`src/rtl/ghp_pkg.sv`:
```
package ghp_pkg;

    typedef logic [1:0] ctr_t;

    localparam ctr_t CTR_RESET = 2'b10;
    localparam ctr_t CTR_MAX   = 2'b11;
    localparam ctr_t CTR_MIN   = 2'b00;

    // Saturating step of a two-bit direction counter
    function automatic ctr_t ctr_step(ctr_t cur, logic taken);
        ctr_t nxt;
        if (taken) begin
            nxt = (cur == CTR_MAX) ? cur : cur + 2'd1;
        end else begin
            nxt = (cur == CTR_MIN) ? cur : cur - 2'd1;
        end
        return nxt;
    endfunction

endpackage

```
`src/rtl/ghp_history.sv`:
```
module ghp_history #(
    parameter int HIST_W = 4
) (
    input  logic              clk,
    input  logic              rst_n,
    input  logic              shift_en,
    input  logic              outcome,
    output logic [HIST_W-1:0] hist_o
);

    typedef struct packed {
        logic [HIST_W-1:0] hist;
    } state_t;

    state_t st_d, st_q;

    always_comb begin
        st_d = st_q;
        if (shift_en) begin
            st_d.hist = {st_q.hist[HIST_W-2:0], outcome};
        end
    end

    always_ff @(posedge clk or negedge rst_n) begin
        if (!rst_n) begin
            st_q <= '0;
        end else begin
            st_q <= st_d;
        end
    end

    assign hist_o = st_q.hist;

endmodule

```
`src/rtl/ghp_counter.sv`:
```
module ghp_counter
    import ghp_pkg::*;
(
    input  logic clk,
    input  logic rst_n,
    input  logic train_en,
    input  logic taken,
    output ctr_t ctr_o
);

    typedef struct packed {
        ctr_t ctr;
    } state_t;

    state_t st_d, st_q;

    always_comb begin
        st_d = st_q;
        if (train_en) begin
            st_d.ctr = ctr_step(st_q.ctr, taken);
        end
    end

    always_ff @(posedge clk or negedge rst_n) begin
        if (!rst_n) begin
            st_q.ctr <= CTR_RESET;
        end else begin
            st_q <= st_d;
        end
    end

    assign ctr_o = st_q.ctr;

endmodule

```
`src/rtl/ghp_table.sv`:
```
module ghp_table
    import ghp_pkg::*;
#(
    parameter int HIST_W = 4
) (
    input  logic                      clk,
    input  logic                      rst_n,
    input  logic                      wr_en,
    input  logic [HIST_W-1:0]         wr_idx,
    input  logic                      wr_taken,
    input  logic [HIST_W-1:0]         rd_idx,
    output ctr_t                      rd_ctr,
    output logic [2*(1<<HIST_W)-1:0]  ctr_flat
);

    localparam int ENTRIES = 1 << HIST_W;

    for (genvar e = 0; e < ENTRIES; e++) begin : g_entry
        logic hit;
        assign hit = wr_en && (wr_idx == HIST_W'(e));

        ghp_counter u_ctr (
            .clk      (clk),
            .rst_n    (rst_n),
            .train_en (hit),
            .taken    (wr_taken),
            .ctr_o    (ctr_flat[2*e +: 2])
        );
    end

    // Read sees registered state only: the old value when written this cycle
    assign rd_ctr = ctr_flat[{rd_idx, 1'b0} +: 2];

endmodule

```
`src/rtl/ghist_predictor.sv`:
```
module ghist_predictor
    import ghp_pkg::*;
#(
    parameter int HIST_W = 4
) (
    input  logic              clk,
    input  logic              rst_n,
    input  logic              upd_valid_i,
    input  logic [HIST_W-1:0] upd_idx_i,
    input  logic              upd_taken_i,
    output logic [HIST_W-1:0] pred_idx_o,
    output logic              pred_taken_o
);

    localparam int ENTRIES = 1 << HIST_W;

    logic [HIST_W-1:0]    hist;
    ctr_t                 sel_ctr;
    logic [2*ENTRIES-1:0] ctr_flat;

    ghp_history #(.HIST_W(HIST_W)) u_hist (
        .clk      (clk),
        .rst_n    (rst_n),
        .shift_en (upd_valid_i),
        .outcome  (upd_taken_i),
        .hist_o   (hist)
    );

    ghp_table #(.HIST_W(HIST_W)) u_tbl (
        .clk      (clk),
        .rst_n    (rst_n),
        .wr_en    (upd_valid_i),
        .wr_idx   (upd_idx_i),
        .wr_taken (upd_taken_i),
        .rd_idx   (hist),
        .rd_ctr   (sel_ctr),
        .ctr_flat (ctr_flat)
    );

    assign pred_idx_o   = hist;
    assign pred_taken_o = sel_ctr[1];

endmodule

```
`config.mk`:
```
export PLATFORM = sky130hd
export DESIGN_NAME = ghist_predictor
export DESIGN_NICKNAME = d
export VERILOG_FILES = /design/src/rtl/ghp_pkg.sv /design/src/rtl/ghp_history.sv /design/src/rtl/ghp_counter.sv /design/src/rtl/ghp_table.sv /design/src/rtl/ghist_predictor.sv
export SDC_FILE = /design/constraint.sdc
export NUM_CORES = 1
export LEC_CHECK = 0
export BUFFER_PORTS_ARGS = -buffer_cell sky130_fd_sc_hd__buf_2
export CAP_MARGIN = 30
export CORE_MARGIN = 5
export CORE_UTILIZATION = 37
export CTS_CLUSTER_DIAMETER = 120
export DETAILED_ROUTE_END_ITERATION = 10
export PLACE_DENSITY_LB_ADDON = 0.05
export SYNTH_ARGS = -nofsm -noshare
export SYNTH_HDL_FRONTEND = slang
export SYNTH_SLANG_ARGS = --single-unit
```
`constraint.sdc`:
```
create_clock -name clk -period 1.8 [get_ports clk]
set_input_delay 0.45 -clock clk [delete_from_list [all_inputs] [get_ports clk]]
set_output_delay 0.45 -clock clk [all_outputs]
set_load 0.01 [all_outputs]
```
* After elaboration in Yosys (flattened, before gate mapping)
Index checks and enable logic that the tools add are counted.
** Word-level totals
- Flip-flop bits (word level) :: 36
- Latch bits :: 0
- RAM bits :: 0
- ROM bits :: 0
- Bits of input ports :: 8
- Output and inout bits :: 5
- Memories :: 0
** Operators by class
- Add/sub/neg operators :: 32
- $mul :: 0
- Div/mod/pow operators :: 0
- Order comparisons :: 0
- Equal/unequal tests :: 63
- Shifts and indexed selects :: 1
- Multiplexer cells :: 48
- Bitwise logic cells :: 0
- Reductions and logical operators :: 49
** Operator list (number)
- $mux W2 :: 48
- $ne A2 B2 Y1 const B :: 32
- $reduce_and A3 Y1 :: 16
- $add A2 B1 Y2 const B :: 16
- $eq A2 B2 Y1 const B :: 16
- $eq A4 B4 Y1 const B :: 8
- $logic_not A2 Y1 :: 16
- $shiftx A32 B6 Y2 :: 1
- $sub A2 B1 Y2 const B :: 16
- $eq A4 B3 Y1 const B :: 4
- $logic_and A1 B1 Y1 :: 16
- $eq A4 B2 Y1 const B :: 2
- $eq A4 B1 Y1 const B :: 1
- $logic_not A4 Y1 :: 1

* Logic depth before layout (Yosys ltp)
- Word-level depth :: 3
- Gate-level depth with buffers :: 5
- Mapped depth without buffers :: 3

* By module
From an unflattened synthesis, not the netlist that was laid out.
** Second synthesis, totals
- Cells, all modules :: 180
- Area, all modules :: 2065.7 µm²
** By module, submodules not included
- ghp_counter :: times used 16, cells an instance 8, area an instance 96.3 µm²
- ghp_table :: times used 1, cells an instance 44, area an instance 379.1 µm²
- ghp_history :: times used 1, cells an instance 8, area an instance 145.1 µm²

* Worst setup path after synthesis
OpenSTA, ideal clock, no wires.
- Path kind :: register to output
- Start point :: register u_hist.st_q, in the netlist u_hist.hist_o[0]
- End point :: output pred_taken_o
- Arrival time :: 1310 ps
- Data required time :: 1350 ps
- Path slack :: 40 ps
- Cell stages (with the launch flop) :: 5
- Buffers on the path :: 1
- Cell sequence :: dfrtp_1 > clkbuf_2 > mux4_2 > mux2i_1 > mux2i_1
** Between the ends
- Word-level cells in the longest chain between the ends :: 1
** Ends and longest elaborated chain
- start, declared :: line ghp_history.sv:15 : state_t st_d, st_q;
- start signal, assigned :: line ghp_history.sv:28 : st_q <= st_d;
- $shiftx A32 B6 Y2 :: line ghp_table.sv:32 : assign rd_ctr = ctr_flat[{rd_idx, 1'b0} +: 2];
- end, declared :: line ghist_predictor.sv:12 : output logic pred_taken_o
No other way between the ends.

* Final worst setup path
Same ends and word-level chain as after synthesis.

==> summary.md <==
| Metric | Value |
|---|---|
| Final hold viol count | `0` |
| Placed cell count | `298` |
| # rows | `28` |
| Max-cap viol count | `0` |
| Worst Hold Class | `input port to asynchronous set/reset pin` |
| CP Max Fanout | `6` |
| Global-route wire length before repair | `9039 um` |
| Share of layout cells above drive strength 1 | `30.00%` |
| Final Wtd Congestion | `0.8261` |
| DIE WIDTH | `87.15 um` |
| Largest net degree at the start of global routing | `21` |
| Tmin final | `2.070 ns` |
| Setup violators final | `1` |
| Peak VDD IR | `0.2843 mV` |
| Leakage | `0.0009546 uW` |
| Dominant synthesized flop cell | `dfrtp_1` |
| Worst path cell trace | `mux4_2 -> mux2i_1 -> mux2i_1 -> buf_2` |
| Worst reg2reg startpoint | `u_tbl.g_entry[2].u_ctr.ctr_o[1]` |
| Die H | `87.15 um` |
| Vias in the first global route | `1832` |
| Clock slew at reported path FFs | `0.07 ns` |
| CP dominant cell by count | `mux2i_1` |
| Nets | `238` |
| Peak Freq | `483.1 MHz` |
| Post-Syn Instances | `218` |
| Root buf cell | `clkbuf_8` |
| Wire per inst | `18.46 um` |
| CTS tree | `built` |
| Status | `complete, but fails checks` |
| Worst-Margin Slew | `0.5224 ns` |
| Crit path largest cell delay | `0.52 ns` |
| Commonest non-fill, non-tap cell in the layout | `a31oi_1` |
| Initial antenna violation count | `0` |
| Final worst-path setup slack | `-0.2701 ns` |
| Vias per cell | `6.134` |
| Synthesized flop and latch total | `36` |
| Failing checks | `negative setup slack` |
| Clock tree buffer depth | `2` |
| Path depth of the worst reg2reg path | `3` |
| Sequential fraction of the synthesis area | `41.82%` |
| Maximum clock skew at final layout | `0.0009439 ns` |
| Unrepaired setup endpoints after global routing | `yes` |
| Syn nets | `226` |
| FILL cells | `567` |
| Final non-filler cell total | `305` |
| Max-slew headroom | `65.14%` |
| Ant. Diodes | `0` |
| Startpoint Class | `register` |
| Post-CTS Hold Buffers | `0` |
| Critical path type | `register to primary output` |
| Most frequent cells in the layout | `a31oi_1 (23), dfrtp_1 (19), dfstp_2 (16)` |
| Detailed-route DRC error count | `0` |
| Fin crit share | `115.0%` |
| Slowest cell on crit path | `mux4_2` |
| Pwr dens | `813.9 nW/um2` |
| Worst EP required | `1.35 ns` |
| Total power | `1973 uW` |
| Crit. End Element | `primary output` |
| Initial DRC count | `122` |
| Die area | `7594 um2` |
| H-tree levels | `2` |
| # IOs | `13` |
| Netlist Area Pre-Place | `2202 um2` |
| Clock Sinks | `36` |
| Area Overhead vs Synth | `10.06%` |
| All-layer global routing usage | `15.41%` |
| Final WL | `5631 um` |
| IO Port Bufs | `12` |
| Worst skew pair latency | `0.28 ns` |
| DR vias | `1871` |
| Synth Warn # | `0` |
| Final HPWL DP | `4091 um` |
| Arr. time, crit path | `1.62 ns` |
| Final count of pins violating max slew | `0` |
| Post-route ant nets | `0` |
| GRT overflow | `0` |
| Initial core utilization | `37.64%` |
| Post-synth EDFFs | `0` |
| Asr flop ratio synth | `100.0%` |
| Synth cell types | `39` |
| Reg2reg setup slack | `0.63 ns` |
| Mean Syn Cell Area | `10.10 um2` |
| DR pass1 iterations | `4` |
| RR Endpoint | `u_tbl.g_entry[2].u_ctr.ctr_o[0]` |
| CTS buffer count | `5` |
| Core outline area | `5851 um2` |
[per-layer routing]
layer	wire length (um)	up-vias	global-route usage (%)
li1	-	881	-
met1	2647	941	19.99
met2	2697	42	25.95
met3	210	7	2.460
met4	75	0	5.439
met5	0	-	0
[repair_timing]
item,in CTS,in global routing
gates resized for setup,1,0
pin swaps,0,0
cloned,0,0
endpoints found under the setup margin,1,1
setup buffers,0,0
[cell families after synthesis]
kind of cell / Yosys count / share of synthesized area [%]
buf+inv: 27 / 6.193
simple gates: 65 / 17.96
compound gates: 79 / 26.53
flops: 36 / 41.82
mux: 11 / 7.500
[synthesized netlist by cell type, types with 3 or more instances]
cell type,instances,area share (%)
nor2_1,9,1.5
and3b_2,4,1.8
a21o_1,6,2.0
o31ai_1,12,4.1
nand3_1,8,1.8
a221o_1,6,2.7
nand2_1,13,2.2
dfrtp_1,20,23
buf_4,3,1.0
o22ai_1,6,1.7
clkbuf_1,6,1.0
nand3b_1,8,2.7
mux2_2,4,2.0
a211oi_1,3,1.0
buf_2,4,0.91
mux4_2,4,4.1
a31oi_1,23,6.5
nor3_1,6,1.4
o21ai_0,9,2.0
o2111ai_1,3,1.2
mux2i_1,3,1.4
inv_1,10,1.7
o221a_2,7,3.6
dfstp_2,16,19
nor4_1,6,1.7
o2bb2ai_1,4,1.6
[flip-flops by register name, summed over array words and instances (netlist names)]
register and flops:
u_hist.hist_o 4, u_tbl.g_entry.u_ctr.ctr_o 32
[critical path: cells and delay by family (launching register included)]
family / cells / cell delay, ns
flip-flops: 1 / 0.46
multiplexers: 3 / 0.74
buffers and inverters: 1 / 0.14
[metrics by stage]
step	hold slack [ns]	setup TNS [ns]	utilization [%]	area [um2]	setup slack [ns]
after floorplan	0.1544	0	-	2202	0.03959
after global placement	0.4046	-0.0009573	40.08	2345	-0.0009573
after detailed placement	0.4157	-0.04775	40.08	2345	-0.04775
after CTS	0.1080	-0.2801	41.42	2424	-0.2801
after global routing	0.1263	-0.3752	41.42	2424	-0.3752
final	0.09509	-0.2701	41.42	2424	-0.2701
[how the worst max path moves through the flow]
stage	start	endpoint	slack [ns]	depth (start not counted)
floorplan	u_hist.hist_o[0]	pred_taken_o	0.04	4
global placement	u_hist.hist_o[0]	pred_taken_o	-0.001	4
detailed placement	u_hist.hist_o[0]	pred_taken_o	-0.05	4
CTS	u_hist.hist_o[0]	pred_taken_o	-0.28	4
global route	u_hist.hist_o[0]	pred_taken_o	-0.38	4
finish	u_hist.hist_o[0]	pred_taken_o	-0.27	4
[where the power goes]
part           internal (uW)  switching [uW]
clock network            264             290
logic                    197             184
registers                916             122
total                   1380             596
[final cells by class]
class                      count  area (um2)  share of cell area, %
sequential                    36       922.1                  38.05
tap                           75       93.84                  3.872
multi-input combinational    155        1145                  47.24
timing repair buffer          22       147.6                  6.092
inverter                      10       37.54                  1.549
clock inverter                 1       5.005                 0.2065
clock buffer                   6       72.57                  2.994
(Power assumes the default switching activity.)
